$ cat src/rtl/tec_pkg.sv
package tec_pkg;
  localparam int unsigned TEC_CNT_W = 8;
  localparam int unsigned TEC_PSC_W = 5;

  typedef enum logic [1:0] {
    TEC_IDLE = 2'd0,
    TEC_TMR  = 2'd1,
    TEC_EVT  = 2'd2
  } tec_mode_e;
endpackage

$ cat src/rtl/tec_rst_sync.sv
module tec_rst_sync #(
  parameter int unsigned STAGES = 2
) (
  input  logic clk_i,
  input  logic rst_ni,
  output logic rst_sync_no
);
  logic [STAGES-1:0] sync_q;
  logic [STAGES-1:0] sync_d;

  generate
    if (STAGES == 1) begin : g_one
      assign sync_d = 1'b1;
    end else begin : g_chain
      assign sync_d = {sync_q[STAGES-2:0], 1'b1};
    end
  endgenerate

  always_ff @(posedge clk_i or negedge rst_ni) begin
    if (!rst_ni) sync_q <= '0;
    else         sync_q <= sync_d;
  end

  assign rst_sync_no = sync_q[STAGES-1];
endmodule

$ cat src/rtl/tec_mode_ctl.sv
module tec_mode_ctl
  import tec_pkg::*;
(
  input  logic      clk_i,
  input  logic      rst_ni,
  input  logic      cmd_tmr_i,
  input  logic      cmd_evt_i,
  input  logic      cmd_halt_i,
  output tec_mode_e mode_o,
  output logic      enter_tmr_o,
  output logic      enter_evt_o
);
  tec_mode_e mode_q;
  tec_mode_e mode_d;

  // halt > event > timer
  always_comb begin
    mode_d      = mode_q;
    enter_tmr_o = 1'b0;
    enter_evt_o = 1'b0;
    if (cmd_halt_i) begin
      mode_d = TEC_IDLE;
    end else if (cmd_evt_i) begin
      mode_d      = TEC_EVT;
      enter_evt_o = 1'b1;
    end else if (cmd_tmr_i) begin
      mode_d      = TEC_TMR;
      enter_tmr_o = 1'b1;
    end
  end

  always_ff @(posedge clk_i or negedge rst_ni) begin
    if (!rst_ni) mode_q <= TEC_IDLE;
    else         mode_q <= mode_d;
  end

  assign mode_o = mode_q;
endmodule

$ cat src/rtl/tec_prescaler.sv
module tec_prescaler #(
  parameter int unsigned PSC_W = 5
) (
  input  logic clk_i,
  input  logic rst_ni,
  input  logic restart_i,
  input  logic step_i,
  output logic tick_o
);
  logic [PSC_W-1:0] psc_q;
  logic [PSC_W-1:0] psc_d;

  always_comb begin
    psc_d = psc_q;
    if (restart_i)   psc_d = '0;
    else if (step_i) psc_d = psc_q + 1'b1;
  end

  always_ff @(posedge clk_i or negedge rst_ni) begin
    if (!rst_ni) psc_q <= '0;
    else         psc_q <= psc_d;
  end

  assign tick_o = step_i && (psc_q == {PSC_W{1'b1}});
endmodule

$ cat src/rtl/tec_edge_det.sv
module tec_edge_det (
  input  logic clk_i,
  input  logic rst_ni,
  input  logic stb_i,
  input  logic pin_i,
  input  logic active_i,
  input  logic forget_i,
  output logic tick_o,
  output logic lvl_o
);
  logic hi_seen_q, hi_seen_d;
  logic lvl_q, lvl_d;

  always_comb begin
    hi_seen_d = hi_seen_q;
    if (forget_i)                hi_seen_d = 1'b0;
    else if (active_i && stb_i)  hi_seen_d = pin_i;
    lvl_d = stb_i ? pin_i : lvl_q;
  end

  always_ff @(posedge clk_i or negedge rst_ni) begin
    if (!rst_ni) begin
      hi_seen_q <= 1'b0;
      lvl_q     <= 1'b0;
    end else begin
      hi_seen_q <= hi_seen_d;
      lvl_q     <= lvl_d;
    end
  end

  assign tick_o = active_i && stb_i && hi_seen_q && !pin_i;
  assign lvl_o  = lvl_q;
endmodule

$ cat src/rtl/tec_counter.sv
module tec_counter #(
  parameter int unsigned CNT_W = 8
) (
  input  logic             clk_i,
  input  logic             rst_ni,
  input  logic             ld_i,
  input  logic [CNT_W-1:0] ld_val_i,
  input  logic             inc_i,
  input  logic             ovf_clr_i,
  output logic [CNT_W-1:0] cnt_o,
  output logic             ovf_o
);
  logic [CNT_W-1:0] cnt_q, cnt_d;
  logic             ovf_q, ovf_d;
  logic             wrap;

  always_comb begin
    wrap  = !ld_i && inc_i && (cnt_q == {CNT_W{1'b1}});
    cnt_d = cnt_q;
    if (ld_i)       cnt_d = ld_val_i;
    else if (inc_i) cnt_d = cnt_q + 1'b1;
    ovf_d = wrap || (ovf_q && !ovf_clr_i);
  end

  always_ff @(posedge clk_i or negedge rst_ni) begin
    if (!rst_ni) begin
      cnt_q <= '0;
      ovf_q <= 1'b0;
    end else begin
      cnt_q <= cnt_d;
      ovf_q <= ovf_d;
    end
  end

  assign cnt_o = cnt_q;
  assign ovf_o = ovf_q;
endmodule

$ cat src/rtl/tmr_evt_unit.sv
module tmr_evt_unit
  import tec_pkg::*;
#(
  parameter int unsigned CNT_W    = TEC_CNT_W,
  parameter int unsigned PSC_W    = TEC_PSC_W,
  parameter int unsigned RST_SYNC = 2
) (
  input  logic             clk_i,
  input  logic             rst_ni,
  input  logic             cyc_stb_i,
  input  logic             cmd_tmr_i,
  input  logic             cmd_evt_i,
  input  logic             cmd_halt_i,
  input  logic             ld_en_i,
  input  logic [CNT_W-1:0] ld_val_i,
  output logic [CNT_W-1:0] cnt_o,
  input  logic             pin_i,
  output logic             pin_lvl_o,
  output logic             ovf_o,
  input  logic             ovf_clr_i
);
  logic      rst_sync_n;
  tec_mode_e mode_q;
  logic      enter_tmr, enter_evt;
  logic      tmr_step, tmr_tick, evt_tick, inc;

  tec_rst_sync #(.STAGES(RST_SYNC)) u_rst (
    .clk_i(clk_i), .rst_ni(rst_ni), .rst_sync_no(rst_sync_n)
  );

  tec_mode_ctl u_mode (
    .clk_i(clk_i), .rst_ni(rst_sync_n),
    .cmd_tmr_i(cmd_tmr_i), .cmd_evt_i(cmd_evt_i), .cmd_halt_i(cmd_halt_i),
    .mode_o(mode_q), .enter_tmr_o(enter_tmr), .enter_evt_o(enter_evt)
  );

  assign tmr_step = cyc_stb_i && (mode_q == TEC_TMR);

  tec_prescaler #(.PSC_W(PSC_W)) u_psc (
    .clk_i(clk_i), .rst_ni(rst_sync_n),
    .restart_i(enter_tmr), .step_i(tmr_step), .tick_o(tmr_tick)
  );

  tec_edge_det u_edge (
    .clk_i(clk_i), .rst_ni(rst_sync_n),
    .stb_i(cyc_stb_i), .pin_i(pin_i),
    .active_i(mode_q == TEC_EVT), .forget_i(enter_evt),
    .tick_o(evt_tick), .lvl_o(pin_lvl_o)
  );

  // source select on the current mode
  always_comb begin
    unique case (mode_q)
      TEC_TMR: inc = tmr_tick;
      TEC_EVT: inc = evt_tick;
      default: inc = 1'b0;
    endcase
  end

  tec_counter #(.CNT_W(CNT_W)) u_cnt (
    .clk_i(clk_i), .rst_ni(rst_sync_n),
    .ld_i(ld_en_i), .ld_val_i(ld_val_i), .inc_i(inc),
    .ovf_clr_i(ovf_clr_i), .cnt_o(cnt_o), .ovf_o(ovf_o)
  );
endmodule

$ cat config.mk
export PLATFORM = sky130hd
export DESIGN_NAME = tmr_evt_unit
export DESIGN_NICKNAME = d
export VERILOG_FILES = /design/src/rtl/tec_pkg.sv /design/src/rtl/tec_rst_sync.sv /design/src/rtl/tec_mode_ctl.sv /design/src/rtl/tec_prescaler.sv /design/src/rtl/tec_edge_det.sv /design/src/rtl/tec_counter.sv /design/src/rtl/tmr_evt_unit.sv
export SDC_FILE = /design/constraint.sdc
export NUM_CORES = 1
export LEC_CHECK = 0
export BUFFER_PORTS_ARGS = -buffer_cell sky130_fd_sc_hd__buf_2
export CAP_MARGIN = 15
export CORE_MARGIN = 2
export CORE_UTILIZATION = 55
export DETAILED_ROUTE_END_ITERATION = 16
export HOLD_SLACK_MARGIN = 0.02
export PLACE_DENSITY_LB_ADDON = 0.2
export SYNTH_ARGS = -nofsm -noshare
export SYNTH_HDL_FRONTEND = slang
export SYNTH_SLANG_ARGS = --single-unit
$ cat constraint.sdc
create_clock -name clk_i -period 1.11 [get_ports clk_i]
set_input_delay 0.2775 -clock clk_i [delete_from_list [all_inputs] [get_ports clk_i]]
set_output_delay 0.2775 -clock clk_i [all_outputs]
set_load 0.01 [all_outputs]
==> summary.md, run 1 <==
| Metric | Value |
|---|---|
| H-Tree Depth | `1` |
| Die Ht | `about 48 um` |
| Clock sink count | `20` |
| Synthesized flop and latch total | `20` |
| Synth area leaders | `dfrtp_1 48%, ha_1 6.0%, nand2_1 5.0%` |
| Die X | `47.6 um` |
| Core Rows | `15` |
| Post-synth top area share | `0.478` |
| Synthesis Warnings | `0` |
| Distinct cells, synth | `25` |
| Syn nets | `122` |
| RD Place Congestion | `0.837` |
| Synthesized netlist cell count | `100` |
| Number of port buffers | `26` |
| Post-DP HPWL | `1890 um` |
| Mapped Area | `1050 um^2` |
| Inst Count DP | `171` |
| Error message | `[ERROR DPL-0038] Utilization greater than 100%, impossible to legalize` |
| Failed at | `global routing` |
| Starting density of the core | `0.594` |
| Seq/Total Area, Yosys | `0.478` |
| Root buffer cell | `clkbuf_4` |
| Num CTS Buffers | `3` |
| Synth area leader | `dfrtp_1` |
| # IOs | `27` |
| Max Buffers Root-to-Sink | `2` |
| Worst EP post-GRT repair | `u_cnt.cnt_o[6]$_DFFE_PN0P_/D` |
| Status | `aborted with a tool error` |
| Worst_ep kind | `register data pin` |
| Synthesized area per cell | `10.5 um^2` |
| Largest net degree at the start of global routing | `19` |
[Yosys cell counts]
cell type / instances
or3_1: 1
a211oi_1: 4
a21oi_1: 6
nand3_1: 7
and3_1: 1
clkbuf_1: 1
a2111oi_2: 2
inv_1: 6
dfrtp_1: 20
a2111oi_4: 1
nor2_1: 3
xor2_1: 3
conb_1: 1
nand3b_4: 1
xnor2_1: 6
nand2_1: 14
nor3_1: 1
nor3b_1: 1
mux2i_1: 2
o21ai_0: 7
mux2_2: 2
nand4_1: 2
nand2b_4: 1
o21ai_1: 2
ha_1: 5
[through the flow]
stage               area, um^2  utilization  setup TNS (ns)  setup slack, ns  hold WS (ns)
CTS                       1640        0.930           -7.47           -0.682         0.121
detailed placement        1420        0.802           -6.39           -0.668        0.0630
global placement          1420        0.802           -5.72           -0.608        0.0619
floorplan                 1100            -           -4.35           -0.589       -0.0181
[repair_timing]
action                                  in CTS
setup buffers                               10
hold endpoints to repair                     2
pin swaps                                    5
endpoints found under the setup margin      25
hold buffers                                 1
resized for setup                           21
[cells by family after synthesis]
group / share of synthesized area
buffers and inverters: 0.0251
XOR/XNOR: 0.0753
adder cells (fa/ha/maj): 0.0597
AND/OR/NAND/NOR: 0.162
multiplexers: 0.0406
AO/OA/AOI/OAI: 0.155
other: 0.00358
flip-flops: 0.478
==> run 2: changes to the inputs <==
--- a/config.mk
+++ b/config.mk
@@ -7,11 +7,10 @@
 export LEC_CHECK = 0
 export BUFFER_PORTS_ARGS = -buffer_cell sky130_fd_sc_hd__buf_2
 export CAP_MARGIN = 15
-export CORE_MARGIN = 2
-export CORE_UTILIZATION = 55
+export CORE_AREA = 2 2 63 65
 export DETAILED_ROUTE_END_ITERATION = 16
-export HOLD_SLACK_MARGIN = 0.02
-export PLACE_DENSITY_LB_ADDON = 0.2
+export DIE_AREA = 0 0 65 67
+export PLACE_DENSITY_LB_ADDON = 0.15
 export SYNTH_ARGS = -nofsm -noshare
 export SYNTH_HDL_FRONTEND = slang
 export SYNTH_SLANG_ARGS = --single-unit
==> run 2 against run 1 <==
Synthesized area unchanged. Synthesized cell count unchanged. The flow now finishes, with violations (setup timing).
==> summary.md, run 2 <==
| Metric | Value |
|---|---|
| Status | `finished, violations left` |
| Violated checks | `setup timing` |
| Crit. End Element | `register` |
| Hold depth | `2` |
| Most frequent cells in the layout | `25 x buf_4, 21 x buf_2, 20 x dfrtp_1, 17 x buf_6, 11 x nand2_1` |
| First-pass GRT wire length | `4450 um` |
| Starting density of the core | `0.290 (-0.303)` |
| Final hold slack | `0.164 ns` |
| Worst path bufs/invs | `1` |
| Final Slew Violations | `0` |
| Drc violations | `0` |
| Inst Count DP | `196 (+15%)` |
| Worst skew pair latency | `about 0.26 ns` |
| Final Cycle Share | `1.58` |
| Leakage | `0.812 nW` |
| Die X | `65 um (+36%)` |
| Worst setup margin | `-0.643 ns` |
| RSZ-0062 raised after global routing | `yes` |
| Number of port buffers | `26 (unchanged)` |
| Fin crit period | `1.75 ns` |
| Die Ht | `67 um (+41%)` |
| Flop2flop setup slack | `-0.64 ns` |
| Fmax | `~570 MHz` |
| Post-Route Setup TNS | `-6.50 ns` |
| Seq/Total Area, Yosys | `0.478 (unchanged)` |
| Clock sink count | `20 (unchanged)` |
| Most common cell after layout, fill and taps aside | `buf_4` |
| Simple-Gate Fraction of Synth Area | `0.162 (unchanged)` |
| Synthesized netlist cell count | `100 (unchanged)` |
| Hold endpoint | `u_cnt.ovf_o$_DFF_PN0_` |
| N_diodes | `0` |
| Root buffer cell | `clkbuf_8` |
| Synth area leaders | `dfrtp_1 48%, ha_1 6.0%, nand2_1 5.0%` |
| P per Cell Area | `approximately 1100 nW/um^2` |
| Synthesis Warnings | `0 (unchanged)` |
| RD Place Congestion | `0.773 (-7.7%)` |
| CP Launch Type | `register` |
| Synth area leader | `dfrtp_1` |
| Antenna violations before repair | `0` |
| Clock transition at path regs | `approximately 0.080 ns` |
| RR Startpoint | `u_psc.psc_q[0]$_DFFE_PN0P_` |
| Critical-path cell list | `ha_2 > and3_4 > ha_4 > nand2_8 > buf_4 > a2111oi_4 > xnor2_1 > o21ai_1` |
| Layout Area Growth over Synthesis | `74.2%` |
| Largest register FFs | `8` |
| Post-synth top area share | `0.478 (unchanged)` |
| Post-synth EDFFs | `0 (unchanged)` |
| Layout Nets | `190` |
| Detailed Routing Iterations Pass 1 | `4` |
| Routed wire length | `approximately 2700 um` |
| Non-filler cells, final | `215` |
| Vias in the first global route | `969` |
| Max Buffers Root-to-Sink | `2 (unchanged)` |
| Maximum fanout along the worst path | `7` |
| Worst EP arrival | `1.89 ns` |
| Hold WC Path Type | `in -> reg` |
| Ys flop type | `dfrtp_1` |
| Via Count | `959` |
| Largest family of logic cells by synthesized area | `simple AND/OR/NAND/NOR gates` |
| Post-DP HPWL | `1910 um (+1.2%)` |
| Total of max-cap violations | `0` |
| Synthesized area per cell | `10.5 um^2 (unchanged)` |
| Layout cells sized above 1 | `0.563` |
| Final hold vios | `0` |
| Top-count cell post-synth | `dfrtp_1` |
| Worst stage delay on the critical path | `around 0.36 ns` |
| Post-Synth Adder-Cell Area | `0.0597 (unchanged)` |
| # IOs | `27 (unchanged)` |
| Synth cell count leaders | `20 x dfrtp_1, 14 x nand2_1, 7 x nand3_1, 7 x o21ai_0` |
| Total global routing overflow | `0` |
| Place WS | `-0.658 ns (+0.00954 ns)` |
| Syn nets | `122 (unchanged)` |
| Mapped Area | `1050 um^2 (unchanged)` |
| Largest net degree at the start of global routing | `13` |
| Cell family with most CP delay | `compound AO/OA/AOI/OAI gates` |
| 1st-iter DRT viols | `24` |
| Distinct cells, synth | `25 (unchanged)` |
| Worst r2r dst | `u_cnt.cnt_o[5]$_DFFE_PN0P_` |
| FILL cells | `327` |
| CTS tree | `done` |
| Post-route clock skew | `0.00838 ns` |
| Peak supply drop | `around 0.47 mV` |
| Critical path class | `reg -> reg` |
| Worst min-delay path startpoint | `ovf_clr_i` |
| Core area | `3610 um^2` |
| Slowest-stage cell, CP | `dfrtp_1` |
| Synthesized flop and latch total | `20 (unchanged)` |
| FF-to-FF path depth | `8` |
| Post-synthesis mux area share | `0.0406 (unchanged)` |
| Via-per-instance ratio | `4.46` |
| Design area | `1820 um^2` |
| Compound-Gate Fraction of Synth Area | `0.155 (unchanged)` |
| Worst EP required | `between 1 and 1.5 ns` |
| Routed len/inst | `12.3 um` |
| Core Rows | `22 (+7)` |
| Dpl cell area | `1460 um^2 (+3.1%)` |
| Die area | `4360 um^2` |
| Total GRT Usage | `0.136` |
| Ys async rst share | `1.00 (unchanged)` |
| Num CTS Buffers | `3 (unchanged)` |
| H-Tree Depth | `1 (unchanged)` |
| Setup violators final | `20` |
| Post-Synth XOR/XNOR Area | `0.0753 (unchanged)` |
| Detail Route Antenna Nets | `0` |
[run 2: what timing repair did]
action | in CTS | in global routing
gates resized for setup | 37 | 9
setup endpoints to repair | 21 | 22
hold endpoints to repair | 2 | 0
hold buffers | 1 | 0
pin swaps | 13 | 10
buffers inserted | 9 | 7
[run 2: layout make-up]
type	count	area [um^2]	area share
inverters	6	25.0	0.0137
multi-input cells	73	673	0.369
clock buffers	3	41.3	0.0226
well taps	48	60.1	0.0329
clock inverters	1	30.0	0.0165
flip-flops and latches	20	500	0.274
repair buffers	64	494	0.271
[run 2: where the power goes]
part | leakage [nW] | switching (W) | total [W] | internal (W)
clock | 0.0357 | 0.000256 | 0.000737 | 0.000482
sequential | 0.254 | 0.0000451 | 0.000828 | 0.000783
combinational | 0.523 | 0.000203 | 0.000462 | 0.000260
total | 0.812 | 0.000504 | 0.00203 | 0.00152
[run 2: kinds of logic (layout without fill, tap and decap cells)]
group / count (synthesis) / after routing
AOI/OAI and AO/OA: 22 / 22
xor gates and xnor gates: 9 / 9
adders and majority gates: 5 / 5
buffers and inverters: 7 / 74
DFF: 20 / 20
muxes: 4 / 4
other: 1 / 1
and+or+nand+nor: 32 / 32
[run 2: worst register-to-register path: stages, from the launching register on]
cell and delay [ns]:
dfrtp_1 0.36, ha_2 0.18, and3_4 0.19, ha_4 0.15, nand2_8 0.07, buf_4 0.14, a2111oi_4 0.30, xnor2_1 0.15
o21ai_1 0.08
[run 2: metal layers]
| layer | GRT usage | share of wire | vias to the layer above | routed length, um |
|---|---|---|---|---|
| met3 | 0.0304 | 0.035 | 4 | 93 |
| met4 | 0.0559 | 0.015 | 0 | 39 |
| met2 | 0.231 | 0.51 | 14 | 1360 |
| met1 | 0.165 | 0.44 | 457 | 1160 |
| li1 | - | - | 484 | - |
| met5 | 0 | 0 | - | 0 |
[run 2: metrics by stage]
stage               utilization  power (W)
finish                    0.506    0.00203
global route              0.506    0.00214
CTS                       0.485    0.00203
detailed placement        0.405    0.00118
global placement          0.405    0.00117
floorplan                     -   0.000996
[run 2: worst max path at each step]
stage,start,to,slack (ns),cells past startpoint
finish,u_psc.psc_q[0]$_DFFE_PN0P_,u_cnt.cnt_o[5]$_DFFE_PN0P_,-0.64,8
global route,u_psc.psc_q[1]$_DFFE_PN0P_,u_cnt.cnt_o[6]$_DFFE_PN0P_,-0.73,7
CTS,u_psc.psc_q[0]$_DFFE_PN0P_,u_cnt.cnt_o[6]$_DFFE_PN0P_,-0.64,7
detailed placement,u_psc.psc_q[1]$_DFFE_PN0P_,u_cnt.cnt_o[6]$_DFFE_PN0P_,-0.66,7
global placement,u_psc.psc_q[1]$_DFFE_PN0P_,u_cnt.cnt_o[6]$_DFFE_PN0P_,-0.63,7
floorplan,u_psc.psc_q[0]$_DFFE_PN0P_,u_cnt.cnt_o[6]$_DFFE_PN0P_,-0.59,7
Note: power is estimated with default switching activity, not from simulation.
==> run 3: changes to the inputs <==
--- a/config.mk
+++ b/config.mk
@@ -14,3 +14,4 @@
 export SYNTH_ARGS = -nofsm -noshare
 export SYNTH_HDL_FRONTEND = slang
 export SYNTH_SLANG_ARGS = --single-unit
+export TNS_END_PERCENT = 50
==> run 3 against run 2 <==
The run still ends with setup timing left. Die area unchanged. Clock-buffer cell count unchanged. Register-to-register slack about the same. Setup slack got worse by 0.010 ns. Final cell count decreased by 2.3%. Power decreased by 14%. Worst hold slack improved by 0.0044 ns. Clock skew decreased by 0.0077 ns. Clock power decreased by 33%. Critical path type unchanged. Largest cell class unchanged. Largest power group unchanged.
==> summary.md, run 3 (synthesized netlist as in run 2, its figures left out) <==
| Metric | Value |
|---|---|
| Core Rows | `22 (unchanged)` |
| Hold WC Path Type | `in -> reg` |
| CP startpoint | `u_psc.psc_q[0]$_DFFE_PN0P_` |
| Layout cells sized above 1 | `0.512 (-0.0505)` |
| Via Count | `952 (-0.73%)` |
| Post-route clock skew | `0.000689 ns (-0.00769 ns)` |
| Worst setup margin | `-0.654 ns (-0.0103 ns)` |
| Number of port buffers | `26 (unchanged)` |
| Layout Nets | `186 (-2.1%)` |
| Routed wire length | `2540 um (-4.4%)` |
| Antenna violations before repair | `0 (unchanged)` |
| Core area | `3610 um^2 (unchanged)` |
| Drc violations | `0 (unchanged)` |
| Largest net degree at the start of global routing | `11 (-2)` |
| Total GRT Usage | `0.135 (-0.000477)` |
| CTS tree | `done` |
| Worst EP arrival | `1.91 ns (+0.02 ns)` |
| CP Launch Type | `register` |
| Peak supply drop | `0.621 mV (+31%)` |
| Maximum fanout along the worst path | `7 (unchanged)` |
| First-pass GRT wire length | `4470 um (+0.47%)` |
| FF-to-FF path depth | `8 (unchanged)` |
| Detailed Routing Iterations Pass 1 | `2 (-2)` |
| Clock transition at path regs | `0.08 ns (about the same)` |
| Vias in the first global route | `1,038 (+7.1%)` |
| Worst min-delay path startpoint | `ovf_clr_i` |
| Final Slew Violations | `0 (unchanged)` |
| H-Tree Depth | `1 (unchanged)` |
| Layout Area Growth over Synthesis | `61.9%` |
| FILL cells | `358 (+9.5%)` |
| Most frequent cells in the layout | `24 x buf_4, 22 x buf_2, 20 x dfrtp_1, 13 x buf_6, 12 x nand2_1` |
| P per Cell Area | `1030 nW/um^2 (-7.6%)` |
| Setup violators final | `20 (unchanged)` |
| Worst skew pair latency | `0.26 ns (about the same)` |
| Place WS | `-0.637 ns (+0.0208 ns)` |
| Status | `finished, violations left` |
| Max Buffers Root-to-Sink | `2 (unchanged)` |
| Inst Count DP | `201 (+2.6%)` |
| Violated checks | `setup timing` |
| Critical path class | `reg -> reg` |
| Largest register FFs | `8 (unchanged)` |
| Post-DP HPWL | `1940 um (+2.0%)` |
| Root buffer cell | `clkbuf_8` |
| Via-per-instance ratio | `4.53 (+1.6%)` |
| Die Ht | `67 um (unchanged)` |
| Most common cell after layout, fill and taps aside | `buf_4` |
| Crit. End Element | `register` |
| Non-filler cells, final | `210 (-2.3%)` |
| Starting density of the core | `0.290 (unchanged)` |
| Worst EP required | `1.25 ns (about the same)` |
| Detail Route Antenna Nets | `0 (unchanged)` |
| Fin crit period | `1.76 ns (+0.0103 ns)` |
| Die area | `4360 um^2 (unchanged)` |
| Register area | `500 um^2 (unchanged)` |
| # IOs | `27 (unchanged)` |
| Final Cycle Share | `1.59 (+0.00926)` |
| Clock sink count | `20 (unchanged)` |
| Leakage | `0.766 nW (-5.7%)` |
| Die X | `65 um (unchanged)` |
| RD Place Congestion | `0.753 (-2.5%)` |
| Final hold vios | `0 (unchanged)` |
| Area taken by multi-input logic gates | `622 um^2 (-7.6%)` |
| Total of max-cap violations | `0 (unchanged)` |
| Fmax | `567 MHz (-0.58%)` |
| Num CTS Buffers | `3 (unchanged)` |
| RSZ-0062 raised after global routing | `yes` |
| N_diodes | `0 (unchanged)` |
| 1st-iter DRT viols | `35 (+46%)` |
| Routed len/inst | `12.1 um (-2.2%)` |
| Total global routing overflow | `0 (unchanged)` |
| RR Startpoint | `u_psc.psc_q[0]$_DFFE_PN0P_` |
| Hold depth | `2 (unchanged)` |
[run 3: cell types whose count changed in the layout (fill, tap and decap cells not counted), moves of 2 or more]
cell and delta:
buf_6 -4, o21ai_0 +4, o21ai_1 -4, a21oi_1 +3, a21oi_2 -2
[run 3: power by group]
group | leakage [nW] | total, W | switching [W] | internal [W]
clock network | 0.0216 | 0.000494 | 0.000252 | 0.000242
logic | 0.491 | 0.000419 | 0.000183 | 0.000236
registers | 0.254 | 0.000829 | 0.0000458 | 0.000783
total | 0.766 | 0.00174 | 0.000481 | 0.00126
[run 3: path summary, 6_finish.rpt]
check                                             endpoint  slack, ns
max in group asynchronous        u_rst.sync_q[0]$_DFF_PN0_       0.68
worst min register to register    u_edge.lvl_o$_DFFE_PN0P_       0.19
worst max-delay path            u_cnt.cnt_o[5]$_DFFE_PN0P_      -0.65
worst max register to register  u_cnt.cnt_o[5]$_DFFE_PN0P_      -0.65
worst min-delay path                 u_cnt.ovf_o$_DFF_PN0_       0.17
min in group asynchronous         u_edge.lvl_o$_DFFE_PN0P_       0.19
[run 3: layout make-up]
type | count | share of cell area
clock buffers | 3 | 0.0244
well taps | 48 | 0.0354
flip-flops and latches | 20 | 0.295
inverters | 6 | 0.0148
repair buffers | 60 | 0.263
multi-input cells | 73 | 0.367
[run 3: through the flow]
step,hold WS (ns),total power [W],cell area (um^2),utilization,setup TNS [ns]
2_1_floorplan,-0.0181,0.000992,1090,-,-4.51
4_1_cts,0.182,0.00175,1640,0.455,-6.83
3_5_place_dp,0.0685,0.00120,1480,0.412,-6.02
6_report,0.169,0.00174,1700,0.470,-6.28
3_3_place_gp,0.0661,0.00119,1480,0.412,-5.74
5_1_grt,0.170,0.00185,1700,0.470,-7.87
[run 3: what timing repair did]
item                                    CTS  global route
endpoints found under the setup margin   21            23
gates resized for setup                  18            13
endpoints found under the hold margin     2             0
buffers inserted                          4             2
hold buffers                              1             0
cloned                                    0             0
pin swaps                                 8            11
[run 3: critical path, cell delays in order (launching register included)]
cell	delay (ns)
dfrtp_1	0.36
ha_2	0.18
and3_4	0.20
ha_4	0.16
nand2_8	0.07
buf_4	0.14
a2111oi_4	0.29
xnor2_1	0.15
o21ai_1	0.09
[run 3: per-layer routing]
layer / vias up / global-route usage / share of wire / wire (um)
met5: - / 0 / 0 / 0
met4: 0 / 0.0505 / 0.014 / 35
met3: 4 / 0.0304 / 0.032 / 81
met2: 15 / 0.238 / 0.52 / 1310
met1: 461 / 0.160 / 0.44 / 1110
li1: 472 / - / - / -
